--- src/rtl/pwm_dutyq_pkg.sv ---
package pwm_dutyq_pkg;
   typedef enum logic [1:0] {
      SEL_CTRL   = 2'd0,
      SEL_STAT   = 2'd1,
      SEL_SAMPLE = 2'd2,
      SEL_PERIOD = 2'd3
   } reg_sel_e;
endpackage

--- src/rtl/pwm_dutyq_fifo.sv ---
module pwm_dutyq_fifo #(
   parameter int W     = 16,
   parameter int DEPTH = 4,
   localparam int AW    = (DEPTH > 1) ? $clog2(DEPTH) : 1,
   localparam int LVL_W = $clog2(DEPTH + 1)
) (
   input  logic             clk,
   input  logic             rst_n,
   input  logic             flush,
   input  logic             push,
   input  logic             pop,
   input  logic [W-1:0]     din,
   output logic [W-1:0]     head,
   output logic [LVL_W-1:0] level,
   output logic             full,
   output logic             empty
);
   logic [W-1:0]  mem [DEPTH];
   logic [AW-1:0] wr_ptr, rd_ptr, wr_nxt, rd_nxt;
   logic          push_ok, pop_ok;

   assign full    = (level == LVL_W'(DEPTH));
   assign empty   = (level == '0);
   assign pop_ok  = pop && !empty;
   assign push_ok = push && (!full || pop_ok);
   assign head    = mem[rd_ptr];

   generate
      if ((1 << AW) == DEPTH) begin : g_pow2
         assign wr_nxt = wr_ptr + 1'b1;
         assign rd_nxt = rd_ptr + 1'b1;
      end else begin : g_wrap
         assign wr_nxt = (wr_ptr == AW'(DEPTH - 1)) ? '0 : wr_ptr + 1'b1;
         assign rd_nxt = (rd_ptr == AW'(DEPTH - 1)) ? '0 : rd_ptr + 1'b1;
      end
   endgenerate

   always_ff @(posedge clk) begin
      if (push_ok && !flush) mem[wr_ptr] <= din;
   end

   always_ff @(posedge clk or negedge rst_n) begin
      if (!rst_n) begin
         wr_ptr <= '0;
         rd_ptr <= '0;
         level  <= '0;
      end else if (flush) begin
         wr_ptr <= '0;
         rd_ptr <= '0;
         level  <= '0;
      end else begin
         if (push_ok) wr_ptr <= wr_nxt;
         if (pop_ok)  rd_ptr <= rd_nxt;
         if (push_ok && !pop_ok)      level <= level + 1'b1;
         else if (pop_ok && !push_ok) level <= level - 1'b1;
      end
   end

   assert_level_bound_R10: assert property (@(posedge clk) disable iff (!rst_n)
      level <= LVL_W'(DEPTH));

   assert_full_drop_R10: assert property (@(posedge clk) disable iff (!rst_n)
      (push && full && !pop && !flush) |=> level == $past(level));

   assert_push_grows_R3: assert property (@(posedge clk) disable iff (!rst_n)
      (push && !full && !pop && !flush) |=> level == $past(level) + 1'b1);

   assert_flush_empty_R11: assert property (@(posedge clk) disable iff (!rst_n)
      flush |=> level == '0);
endmodule

--- src/rtl/pwm_dutyq_presc.sv ---
module pwm_dutyq_presc #(
   parameter int PW = 12
) (
   input  logic          clk,
   input  logic          rst_n,
   input  logic          run,
   input  logic [PW-1:0] div,
   output logic          tick
);
   logic [PW-1:0] acc;

   assign tick = run && (acc >= div);

   always_ff @(posedge clk or negedge rst_n) begin
      if (!rst_n)     acc <= '0;
      else if (!run)  acc <= '0;
      else if (tick)  acc <= '0;
      else            acc <= acc + 1'b1;
   end

   assert_tick_restart_R4: assert property (@(posedge clk) disable iff (!rst_n)
      tick |=> acc == '0);
endmodule

--- src/rtl/pwm_dutyq_cnt.sv ---
module pwm_dutyq_cnt #(
   parameter int W = 16
) (
   input  logic         clk,
   input  logic         rst_n,
   input  logic         run,
   input  logic         tick,
   input  logic [W-1:0] period,
   output logic [W-1:0] cnt,
   output logic         wrap
);
   logic [W:0] nxt;

   assign nxt  = {1'b0, cnt} + 1'b1;
   assign wrap = tick && (nxt >= {1'b0, period});

   always_ff @(posedge clk or negedge rst_n) begin
      if (!rst_n)     cnt <= '0;
      else if (!run)  cnt <= '0;
      else if (tick)  cnt <= wrap ? '0 : nxt[W-1:0];
   end

   assert_wrap_zero_R4: assert property (@(posedge clk) disable iff (!rst_n)
      wrap |=> cnt == '0);
endmodule

--- src/rtl/pwm_dutyq.sv ---
module pwm_dutyq
   import pwm_dutyq_pkg::*;
#(
   parameter int DATA_W  = 16,
   parameter int DEPTH   = 4,
   parameter int PRESC_W = 12
) (
   input  logic              clk,
   input  logic              rst_n,
   input  logic              reg_wr,
   input  logic [1:0]        reg_addr,
   input  logic [DATA_W-1:0] reg_wdata,
   output logic [DATA_W-1:0] reg_rdata,
   output logic              pwm_out
);
   localparam int LVL_W = $clog2(DEPTH + 1);
   localparam logic [DATA_W-1:0] PER_MAX = {{(DATA_W-1){1'b1}}, 1'b0};

   generate
      if (DEPTH < 2) begin : g_bad_depth
         $error("pwm_dutyq: DEPTH must be at least 2");
      end
      if (PRESC_W + 1 > DATA_W) begin : g_bad_presc
         $error("pwm_dutyq: divider field does not fit the control register");
      end
      if (LVL_W + 1 > DATA_W) begin : g_bad_stat
         $error("pwm_dutyq: status fields do not fit the data width");
      end
   endgenerate

   logic               en_q, run_q, ovf_q;
   logic [PRESC_W-1:0] div_q;
   logic [DATA_W-1:0]  period_q, active_q;
   logic               wr_ctrl, wr_stat, wr_smp, wr_per;
   logic               start, stop, live, tick, wrap, pop_req, drop;
   logic [DATA_W-1:0]  cnt, head;
   logic [LVL_W-1:0]   level;
   logic               full, empty;
   reg_sel_e           sel;

   assign sel     = reg_sel_e'(reg_addr);
   assign wr_ctrl = reg_wr && (sel == SEL_CTRL);
   assign wr_stat = reg_wr && (sel == SEL_STAT);
   assign wr_smp  = reg_wr && (sel == SEL_SAMPLE);
   assign wr_per  = reg_wr && (sel == SEL_PERIOD);

   assign start   = en_q && !run_q;
   assign stop    = !en_q && run_q;
   assign live    = en_q && run_q;
   assign pop_req = start || wrap;
   assign drop    = wr_smp && full && !pop_req;

   pwm_dutyq_fifo #(.W(DATA_W), .DEPTH(DEPTH)) u_fifo (
      .clk   (clk),
      .rst_n (rst_n),
      .flush (stop),
      .push  (wr_smp),
      .pop   (pop_req),
      .din   (reg_wdata),
      .head  (head),
      .level (level),
      .full  (full),
      .empty (empty)
   );

   pwm_dutyq_presc #(.PW(PRESC_W)) u_presc (
      .clk   (clk),
      .rst_n (rst_n),
      .run   (live),
      .div   (div_q),
      .tick  (tick)
   );

   pwm_dutyq_cnt #(.W(DATA_W)) u_cnt (
      .clk    (clk),
      .rst_n  (rst_n),
      .run    (live),
      .tick   (tick),
      .period (period_q),
      .cnt    (cnt),
      .wrap   (wrap)
   );

   always_ff @(posedge clk or negedge rst_n) begin
      if (!rst_n) begin
         en_q     <= 1'b0;
         div_q    <= '0;
         period_q <= '0;
         ovf_q    <= 1'b0;
         run_q    <= 1'b0;
         active_q <= '0;
      end else begin
         run_q <= en_q;
         if (wr_ctrl) begin
            en_q  <= reg_wdata[0];
            div_q <= reg_wdata[PRESC_W:1];
         end
         if (wr_per) period_q <= (reg_wdata == '1) ? PER_MAX : reg_wdata;
         if (drop)                        ovf_q <= 1'b1;
         else if (wr_stat && reg_wdata[LVL_W]) ovf_q <= 1'b0;
         if (start)              active_q <= empty ? '0 : head;
         else if (wrap && !empty) active_q <= head;
      end
   end

   assign pwm_out = run_q && (cnt < active_q);

   always_comb begin
      unique case (sel)
         SEL_CTRL:   reg_rdata = DATA_W'({div_q, en_q});
         SEL_STAT:   reg_rdata = DATA_W'({ovf_q, level});
         SEL_SAMPLE: reg_rdata = empty ? active_q : head;
         SEL_PERIOD: reg_rdata = period_q;
         default:    reg_rdata = '0;
      endcase
   end

   assert_hold_duty_R6: assert property (@(posedge clk) disable iff (!rst_n)
      (live && !wrap) |=> $stable(active_q));

   assert_ovf_sticky_R10: assert property (@(posedge clk) disable iff (!rst_n)
      (ovf_q && !wr_stat) |=> ovf_q);

   assert_off_low_R11: assert property (@(posedge clk) disable iff (!rst_n)
      stop |=> !pwm_out);
endmodule

--- config.mk ---
export PLATFORM = sky130hd
export DESIGN_NAME = pwm_dutyq
export DESIGN_NICKNAME = d
export VERILOG_FILES = /design/src/rtl/pwm_dutyq_pkg.sv /design/src/rtl/pwm_dutyq_fifo.sv /design/src/rtl/pwm_dutyq_presc.sv /design/src/rtl/pwm_dutyq_cnt.sv /design/src/rtl/pwm_dutyq.sv
export SDC_FILE = /design/constraint.sdc
export NUM_CORES = 1
export LEC_CHECK = 0
export CAP_MARGIN = 5
export CORE_UTILIZATION = 27
export CTS_CLUSTER_SIZE = 20
export DETAILED_ROUTE_END_ITERATION = 8
export DONT_BUFFER_PORTS = 1
export PLACE_DENSITY = 0.5
export SLEW_MARGIN = 30
export SYNTH_ARGS = -nofsm -noshare
export SYNTH_HDL_FRONTEND = slang
export SYNTH_SLANG_ARGS = --single-unit
--- constraint.sdc ---
create_clock -name clk -period 4.95 [get_ports clk]
set_input_delay 0.2475 -clock clk [delete_from_list [all_inputs] [get_ports clk]]
set_output_delay 0.2475 -clock clk [all_outputs]
set_load 0.01 [all_outputs]
; Word level (Yosys, flattened, before mapping)
; Memories as Yosys holds them, arrays and structs flattened.
; Cells that the tools add are included.
[totals]
regBits = 82
ramBits = 64
inputBits = 21
word_cells = 85
n_memories = 1
[classes]
add_sub_neg = 6
n_lt_le_gt_ge = 3
eq_ne = 6
mux = 22
n_reduce_logical = 36
[memory_table]
columns = memory, depth, word_bits, read_ports, rd_clocked_by_memory_dff, write_ports, line
row1 = u_fifo.mem, 4, 16, 1, 0, 1, pwm_dutyq_fifo.sv:18  ; logic [W-1:0] mem [DEPTH];
[op_table]
columns = op, n
row1 = $mux W16, 8
row2 = $pmux W16 S4, 1
row3 = $mux W12, 2
row4 = $logic_and A1 B1 Y1, 19
row5 = $add A16 B1 Y17 const B, 1
row6 = $ge A17 B16 Y1, 1
row7 = $eq A16 B16 Y1 const B, 1
row8 = $lt A16 B16 Y1, 1
row9 = $add A12 B1 Y12 const B, 1
row10 = $ge A12 B12 Y1, 1
row11 = $mux W3, 3
row12 = $logic_not A1 Y1, 8
row13 = $mux W2, 4
row14 = $reduce_bool A2 Y1, 4
row15 = $add A2 B1 Y2 const B, 2
row16 = $eq A2 B2 Y1 const B, 2
row17 = $mux W1, 4
row18 = $add A3 B1 Y3 const B, 1
row19 = $eq A3 B3 Y1 const B, 1
row20 = $logic_not A3 Y1, 1
row21 = $reduce_bool A3 Y1, 1
row22 = $sub A3 B1 Y3 const B, 1
row23 = $eq A2 B1 Y1 const B, 1
row24 = $logic_not A2 Y1, 1
row25 = other kinds (2), 3

; Logic depth before layout (Yosys ltp)
; Gate-level depths: netlist (run 1).
[logic_depth]
depth_word = 12
ltp_mapped = 18
ltp_nobuf = 18

; Cells and area by module
; Synthesis (run 1) repeated with hierarchy kept, for this count alone.
[hier_totals]
hier_cells = 635
area_unflattened_um2 = 7951.4
[modules_own_cells]
columns = mod, n_inst, cells_per_inst, area_each_um2, seq_area_each_um2
row1 = pwm_dutyq_fifo, 1, 147, 2890.3, 2097.0
row2 = pwm_dutyq, 1, 233, 2706.3, 1176.1
row3 = pwm_dutyq_cnt, 1, 158, 1403.8, 400.4
row4 = pwm_dutyq_presc, 1, 97, 950.9, 300.3

; Worst setup path before layout (run 1)
; No wires, ideal clock.
[synth_timing]
kind = reg2reg
start = register u_cnt.cnt[0]
end = register u_fifo.level[2]
setup_ns = 0.129
arrival_ns = 4.058
required_ns = 4.821
setup_slack_ns = 0.763
path_stages_with_launch = 19
n_path_buf = 0
synth_period_minus_slack_ns = 4.187
cell_sequence = dfrtp_1 ha_1 nand2_1 nor4_4 nand3_1 nor2_1 xor2_1 ha_1 a21o_1 a21o_1 a41oi_2 nand4_1 nand3_2 o211ai_1 fa_1 and3_1 mux2_2 a41oi_1 nand3_1
[synth_between]
elab_chain_len = 10
elab_cells_between_ends = 14
[synth_rtl]
columns = item, line
row1 = start: declaration, pwm_dutyq_cnt.sv:9  ; output logic [W-1:0] cnt,
row2 = start signal: assignment, pwm_dutyq_cnt.sv:20  ; else if (tick) cnt <= wrap ? '0 : nxt[W-1:0];
row3 = $add A16 B1 Y17 *, pwm_dutyq_cnt.sv:14  ; assign nxt = {1'b0, cnt} + 1'b1;
row4 = $ge A17 B16 Y1 *, pwm_dutyq_cnt.sv:15  ; assign wrap = tick && (nxt >= {1'b0, period});
row5 = $logic_and A1 B1 Y1 *, pwm_dutyq_cnt.sv:15
row6 = $logic_or A1 B1 Y1 *, pwm_dutyq.sv:50  ; assign pop_req = start || wrap;
row7 = $logic_and A1 B1 Y1 *, pwm_dutyq_fifo.sv:24  ; assign pop_ok = pop && !empty;
row8 = $logic_or A1 B1 Y1, pwm_dutyq_fifo.sv:25  ; assign push_ok = push && (!full || pop_ok);
row9 = $logic_and A1 B1 Y1, pwm_dutyq_fifo.sv:25
row10 = $logic_and A1 B1 Y1 or $logic_not A1 Y1 (tied branches), "pwm_dutyq_fifo.sv:54, pwm_dutyq_fifo.sv:55"
row11 = $mux W3 or $logic_and A1 B1 Y1 (tied branches), "pwm_dutyq_fifo.sv:54, pwm_dutyq_fifo.sv:55"
row12 = $mux W3 or $reduce_bool A3 Y1 (tied branches), -
row13 = end signal: assignment, pwm_dutyq_fifo.sv:54  ; if (push_ok && !pop_ok) level <= level + 1'b1;
row14 = end signal: assignment, pwm_dutyq_fifo.sv:55  ; else if (pop_ok && !push_ok) level <= level - 1'b1;
row15 = end: declaration, pwm_dutyq_fifo.sv:14  ; output logic [LVL_W-1:0] level,
; Every way passes the cells marked *; elsewhere a longest branch is shown, timed or not.
; A chain may end at the register's enable or synchronous reset.

; Worst setup path in the final report (run 1)
; Ends and elaborated chain as after synthesis.

==> qor.yml, run 1 <==
avgSynthCellArea_um2: 11.53
setup.worst_path.start: "u_cnt.cnt[0]$_DFFE_PN0P_"
synth_top_family_by_area: "compound AO/OA/AOI/OAI gates"
drt_wl_total_mm: 21.39
cts.sinks: 146
tns_ns: 0
r2r_start: "u_cnt.cnt[0]$_DFFE_PN0P_"
crit_path_start_kind: "register"
cts.htree.levels: 4
critical_path_required_ns: 5.26
endpoint_kind: "register"
fin_crit_sh: 0.9188
synth_seq_area_share: 0.5077
r2r-end: "u_fifo.level[2]$_DFFE_PN0P_"
cp_slowest_cell: "fa_1"
ys_top_cells_by_count: "dfrtp_1, edfxtp_1, o21ai_0"
syn_to_final_growth_pct: 15.01
worstPathArrival_ns: 4.86
drt_pass1_iterations: 4
vias_per_cell: 4.890
yosysMostFrequentCell: "dfrtp_1"
cellLeakagePower_nw: 3.689
hold_viol_final: 0
fin_skew_ns: 0.02122
cts_tree: "yes"
synth-simple-area-share: 0.1180
final_util: 0.3197
numPortBuffers: 0
drtAntennaViolNets: 0
coreArea_um2: 28160
drv_slew: 0
setup_violations: 0
netlist_instances: 679
critPathMaxFanout: 7
drive_gt1_frac: 0.1378
num-nets-final: 762
place.gp.congestion: 0.7966
yosys.area.top_type: "dfrtp_1"
start_util: 0.2779
min_path_type: "in2reg"
ys_ff_latch: 146
drtIter0Drc: 297
rrSetupSlack_ns: 0.40
die_area_um2: 29680
instances_no_fill: 1082
synth-compound-area-share: 0.1386
grt_pass1_vias: 5287
synth_mux_area_frac: 0.08664
worst_hold_slack_ns: 0.04966
clk_pin_slew_ns: 0.07
numCtsBuffers: 17
dp.cells: 1032
cp-endpoint: "u_fifo.level[2]$_DFFE_PN0P_"
synth.area.top_cells: "dfrtp_1, edfxtp_1, ha_1"
power.density_nw_per_um2: 445.0
syn_nets: 750
grt_overflow_total: 0
synth_flop_cell: "dfrtp_1"
peakVddDrop_uv: 216.3
synth_top_area_frac: 0.2621
clockBufferDepth: 2
num_rows: 61
ios: 38
die_x_um: 172.3
grt_max_degree: 83
grt_setup_unrepaired: "no"
antenna_found_initial: 0
crit_type: "reg2reg"
vias: 5291
reg2reg_depth: 18
synth-edff-count: 64
grt_pass1_wl_mm: 33.10
remaining_drc_errors: 0
dp_hpwl_mm: 15.13
worst_pin_slew_ns: 0.9261
async_flop_share: 0.5616
drt-wirelength-per-cell_um: 19.77
diodes: 0
worstPathCellList: "ha_1 > nand2_1 > nor4_4 > nand3_1 > nor2_1 > xor2_1 > ha_1 > a21o_1 > a21o_1 > a41oi_2 > nand4_1 > nand3_2 > o211ai_1 > fa_1 > and3_1 > mux2_2 > a41oi_1 > nand3_1"
stdcell_area_um2: 9002
max_stage_delay_ns: 0.46
yosys_warnings: 0
dpl_cell_area_um2: 8195
status: "completed"
yosysUniqueCellTypes: 63
finalCriticalPeriod_ns: 4.548
die_y_um: 172.3
fmax_mhz: 219.9
synthAdderAreaFrac: 0.08088
synth_xor_area_frac: 0.02574
grt_usage: 0.1541
relSlewSlack: 0.3808
clock-root-buffer: "clkbuf_16"
synth_area_um2: 7828
clkLatencyLatePin_ns: 0.43
maxCapViolCount: 0
[power breakdown]
part	leakage (nW)	total [W]	switching (W)	internal [W]
sequential	1.64	0.00160	0.000181	0.00142
clock	0.298	0.00135	0.000585	0.000768
combinational	1.76	0.00105	0.000621	0.000433
[metrics by stage]
stage | setup slack, ns | power [W]
6_report | 0.4022 | 0.004006
3_3_place_gp | 0.4446 | 0.002648
3_5_place_dp | 0.3662 | 0.002644
4_1_cts | 0.3226 | 0.004045
2_1_floorplan | 0.7629 | 0.002320
5_1_grt | 0.06222 | 0.004230
[cell families (layout without fill, tap and decap cells)]
group           Yosys count  after routing
xor+xnor                 23             23
flops                   146            146
mux                      45             45
compound gates          166            166
simple gates            170            170
fa+ha+maj                50             50
buf+inv                  79            104
[cell type report]
cell class	instances	area [µm²]
sequential	146	3976
inverter	49	183.9
clock buffer	17	425.4
multi-input combinational	454	3526
timing repair buffer	23	235.2
fill	2833	19160
tap	378	473.0
clock inverter	15	182.7
[placed cells by master, fill, tap and decap left out, types with 14 or more instances in the layout]
cell type,Yosys,routed
dfrtp_1,82,80
edfxtp_1,64,64
o21ai_0,59,59
inv_1,49,49
ha_1,49,49
nand2_1,47,47
a21oi_1,35,35
nor2_1,28,28
mux2_2,22,22
a22o_1,18,18
xor2_1,17,17
clkbuf_16,0,17
dlygate4sd3_1,0,17
mux4_2,16,16
and2_1,15,15
nand3_1,14,14
a211oi_1,14,14
[worst min-delay path by stage]
stage | from | endpoint | cells past startpoint
2_1_floorplan | rst_n | active_q[0]$_DFFE_PN0P_ | 0
3_3_place_gp | rst_n | u_fifo.rd_ptr[1]$_DFFE_PN0P_ | 0
3_5_place_dp | rst_n | u_fifo.rd_ptr[1]$_DFFE_PN0P_ | 0
4_1_cts | reg_wdata[3] | ovf_q$_DFFE_PN0P_ | 2
5_1_grt | reg_wdata[3] | ovf_q$_DFFE_PN0P_ | 2
6_report | reg_wr | ovf_q$_DFFE_PN0P_ | 2
[repair_timing]
action | CTS | global route
gates resized for setup | 0 | 0
setup endpoints to repair | 0 | 1
hold endpoints to repair | 175 | 0
buffers inserted | 0 | 0
hold buffers | 18 | 0
[worst max-delay path, delay by kind of cell, from the launching register on]
kind	cells	cell delay, ns
xor+xnor	1	0.20
simple gates	8	1.64
fa+ha+maj	3	1.02
compound gates	5	0.85
mux	1	0.26
flops	1	0.45
[flip-flops by register name, indices dropped and copies added, names as in the netlist]
name / cells
u_fifo.rd_ptr: 2
u_fifo.level: 3
div_q: 12
en_q: 1
run_q: 1
ovf_q: 1
u_presc.acc: 12
u_cnt.cnt: 16
active_q: 16
u_fifo.wr_ptr: 2
period_q: 16
u_fifo.mem: 64
[per-layer routing]
metal	track usage	wire, µm	share of wire	vias to the layer above
met1	0.2094	10070	0.47	2632
met2	0.2463	10110	0.47	116
li1	-	-	-	2528
met3	0.03456	970	0.045	15
met5	0	0	0	-
met4	0.04078	238	0.011	0
Power figures use the tool's default switching activity.
==> inputs of run 2 (changes only) <==
ABC_AREA = 1   (was not set)
==> run 2 against run 1 <==
  * First-iteration DRC count grew 38%
  * Worst hold slack improved by 0.020 ns
  * Area after synthesis down 2.5%
  * Maximum frequency grew 2.0%
  * Wire length decreased by 0.20%
  * Clock skew down 0.012 ns
  * Non-clock buffer count grew 4
  * Die area fell by 2.5%
  * Critical endpoint is now u_fifo.mem[0][1]$_DFFE_PP_
==> qor.yml, run 2 <==
power.density_nw_per_um2: 464.6  # +4.4%
drv_slew: 0  # unchanged
p_sw_frac: 0.3566  # +0.01032
coreArea_um2: 27780  # -1.4%
critPathMaxFanout: 17  # +10
clkLatencyLatePin_ns: 0.42  # about the same
die_x_um: 170.1  # -1.2%
synth_area_um2: 7631  # -2.5%
die_y_um: 170.1  # -1.2%
synth_flop_cell: "dfrtp_1"
drt-wirelength-per-cell_um: 17.24  # -13%
die_area_um2: 28940  # -2.5%
clockBufferDepth: 2  # unchanged
clkPwrFrac: 0.334  # -0.004
fin_crit_sh: 0.9007  # -0.01807
post_cts_buffers: 0  # unchanged
ctsResizeCount: 0  # unchanged
synth.area.top_cells: "dfrtp_1, edfxtp_1, ha_1"
crit_type: "reg2reg"
p_comb_frac: 0.298  # +0.035
relSlewSlack: 0.4563  # +0.07548
postCtsHoldBufs: 18  # unchanged
whs_path_depth: 2  # unchanged
async_flop_share: 0.5616  # unchanged
pwr-share-seq: 0.369  # -0.030
remaining_drc_errors: 0  # unchanged
layout_common_cells: "nand2_1, nor2_1, inv_1"
syn_nets: 898  # +20%
maxCapViolCount: 0  # unchanged
numCtsBuffers: 17  # unchanged
grt_setup_unrepaired: "no"
grt_usage: 0.1554  # +0.001289
critical_path_required_ns: 5.07  # -0.19 ns
synth_seq_area_share: 0.5207  # +0.01307
status: "completed"
grt_max_degree: 83  # unchanged
tns_ns: 0  # unchanged
crit_path_start_kind: "register"
r2r_start: "u_cnt.cnt[0]$_DFFE_PN0P_"
final_util: 0.3210  # +0.001373
top_register: "u_fifo.mem"
finalCriticalPeriod_ns: 4.458  # -0.08945 ns
diodes: 0  # unchanged
worstPathArrival_ns: 4.58  # -0.28 ns
setup_violations: 0  # unchanged
yosys.area.top_type: "dfrtp_1"
grt_pass1_vias: 5558  # +5.1%
ios: 38  # unchanged
yosysMostFrequentCell: "nand2_1"
power.internal_w: 0.002666  # +1.8%
final_common_cell: "nand2_1"
synth-edff-count: 64  # unchanged
avgSynthCellArea_um2: 9.227  # -20%
hp-start: "reg_wr"
fmax_mhz: 224.3  # +2.0%
cellLeakagePower_nw: 3.777  # +2.4%
vias_per_cell: 4.641  # -5.1%
cts_tree: "yes"
fillCellCount: 2907  # +2.6%
worst_pin_slew_ns: 0.8070  # -0.1191 ns
syn_to_final_growth_pct: 16.87
reg2reg_depth: 24  # +6
power.switching_w: 0.001478  # +6.5%
yosys_warnings: 0  # unchanged
drtAntennaViolNets: 0  # unchanged
num_rows: 61  # unchanged
endpoint_kind: "register"
drt_pass1_iterations: 7  # +3
cts.sinks: 146  # unchanged
largest_reg_flops: 64  # unchanged
yosysUniqueCellTypes: 44  # -30%
grt_pass1_wl_mm: 33.22  # +0.37%
whs_endpoint: "ovf_q$_DFFE_PN0P_"
clock-root-buffer: "clkbuf_16"
netlist_instances: 827  # +22%
num-nets-final: 918  # +20%
drtIter0Drc: 409  # +38%
ys_top_cells_by_count: "nand2_1, nor2_1, inv_1"
peakVddDrop_uv: 266.2  # +23%
numPortBuffers: 0  # unchanged
grt_overflow_total: 0  # unchanged
antenna_found_initial: 0  # unchanged
hold_viol_final: 0  # unchanged
clk_pin_slew_ns: 0.06  # about the same
drive_gt1_frac: 0.08023  # -0.05755
ff_latch_area_um2: 3975  # about the same
rrSetupSlack_ns: 0.49  # +0.09 ns
drt_wl_total_mm: 21.35  # -0.20%
ys_ff_latch: 146  # unchanged
min_path_type: "in2reg"
multiInputGateArea_um2: 3142  # -11%
synth_top_area_frac: 0.2689  # +0.006748
dp_hpwl_mm: 14.78  # -2.3%
fin_skew_ns: 0.009718  # -0.01150 ns
place.gp.congestion: 0.8745  # +9.8%
r2r-end: "u_fifo.mem[0][1]$_DFFE_PP_"
cts.htree.levels: 4  # unchanged
vias: 5746  # +8.6%
start_util: 0.2747  # -0.003253
==> run 2: changes by cell type after synthesis, moves of 9 or more <==
cell	change
mux2_2	-21
mux4_2	-16
nand2_1	+84
nor2_1	+89
and3_1	-12
a22o_1	-18
o32ai_1	+17
o221ai_1	+9
and2_1	-14
o22ai_1	+19
a211oi_1	-13
inv_1	+57
==> run 2: power groups by stage <==
stage / sequential [W] / combinational (W) / clock, W
CTS: 0.00153 / 0.00125 / 0.00140
floorplan: 0.00150 / 0.000879 / 0
global route: 0.00155 / 0.00140 / 0.00145
finish: 0.00153 / 0.00123 / 0.00138
detailed placement: 0.00155 / 0.00119 / 0
global placement: 0.00155 / 0.00120 / 0
==> run 2: worst max-delay path, cell delays in order (launching register included) <==
cell     delay (ns)
dfrtp_1        0.43
nand3_1        0.15
nor3_2         0.23
nand3_1        0.17
nor3_1         0.24
nand4_1        0.18
nor2_1         0.15
xnor2_1        0.15
inv_1          0.06
ha_1           0.33
nand2_1        0.06
nor2_1         0.11
nand2_1        0.07
nor2_1         0.10
nor2_1         0.05
nand3_1        0.10
nor2_4         0.06
nand3_2        0.06
nand2_2        0.09
nand2_4        0.10
inv_2          0.15
nand3_2        0.13
nand3_2        0.11
nor2_1         0.55
buf_4          0.32
==> run 2: cell families (layout without fill, tap and decap cells) <==
kind of cell,after synthesis,count (layout),synth area share
AO/OA/AOI/OAI,164,164,0.1287
XOR/XNOR,18,18,0.02066
adder cells (fa/ha/maj),50,50,0.08296
buffers and inverters,139,172,0.06886
flip-flops,146,146,0.5207
multiplexers,1,1,0.001476
AND/OR/NAND/NOR,309,309,0.1766
==> run 2: worst max-delay path by stage <==
stage,cells after the start,slack [ns],start,endpoint
after floorplan,20,1.11,u_cnt.cnt[0]$_DFFE_PN0P_,u_fifo.mem[0][0]$_DFFE_PP_
after global placement,21,0.64,u_cnt.cnt[0]$_DFFE_PN0P_,u_fifo.mem[0][3]$_DFFE_PP_
after detailed placement,21,0.53,u_cnt.cnt[0]$_DFFE_PN0P_,u_fifo.mem[0][1]$_DFFE_PP_
after CTS,21,0.49,u_cnt.cnt[0]$_DFFE_PN0P_,u_fifo.mem[0][1]$_DFFE_PP_
after global routing,24,0.05,u_cnt.cnt[0]$_DFFE_PN0P_,u_fifo.mem[0][1]$_DFFE_PP_
final,24,0.49,u_cnt.cnt[0]$_DFFE_PN0P_,u_fifo.mem[0][1]$_DFFE_PP_
==> run 2: final cells by class <==
type | instances | share of cell area
multi-input cells | 542 | 0.3523
inverters | 113 | 0.04756
clock buffers | 25 | 0.06145
clock inverters | 7 | 0.01024
repair buffers | 27 | 0.02974
well taps | 378 | 0.05303
flip-flops and latches | 146 | 0.4457
==> run 2: routing by layer <==
metal	vias up	track usage	wire [µm]
li1	2839	-	-
met1	2759	0.2072	9700
met2	134	0.2471	9902
met3	14	0.03558	1337
met4	0	0.05210	409
met5	-	0	0
==> run 2: through the flow <==
step	instances	setup slack, ns	hold WS [ns]	total power (W)	area (µm²)
4_1_cts	1238	0.4943	0.04712	0.004175	8915
6_report	1238	0.4916	0.06916	0.004143	8919
3_3_place_gp	1188	0.6427	-0.04601	0.002749	8073
3_5_place_dp	1188	0.5309	-0.04538	0.002743	8078
2_1_floorplan	827	1.109	-0.04809	0.002376	7631
5_1_grt	1238	0.05271	0.08550	0.004395	8919
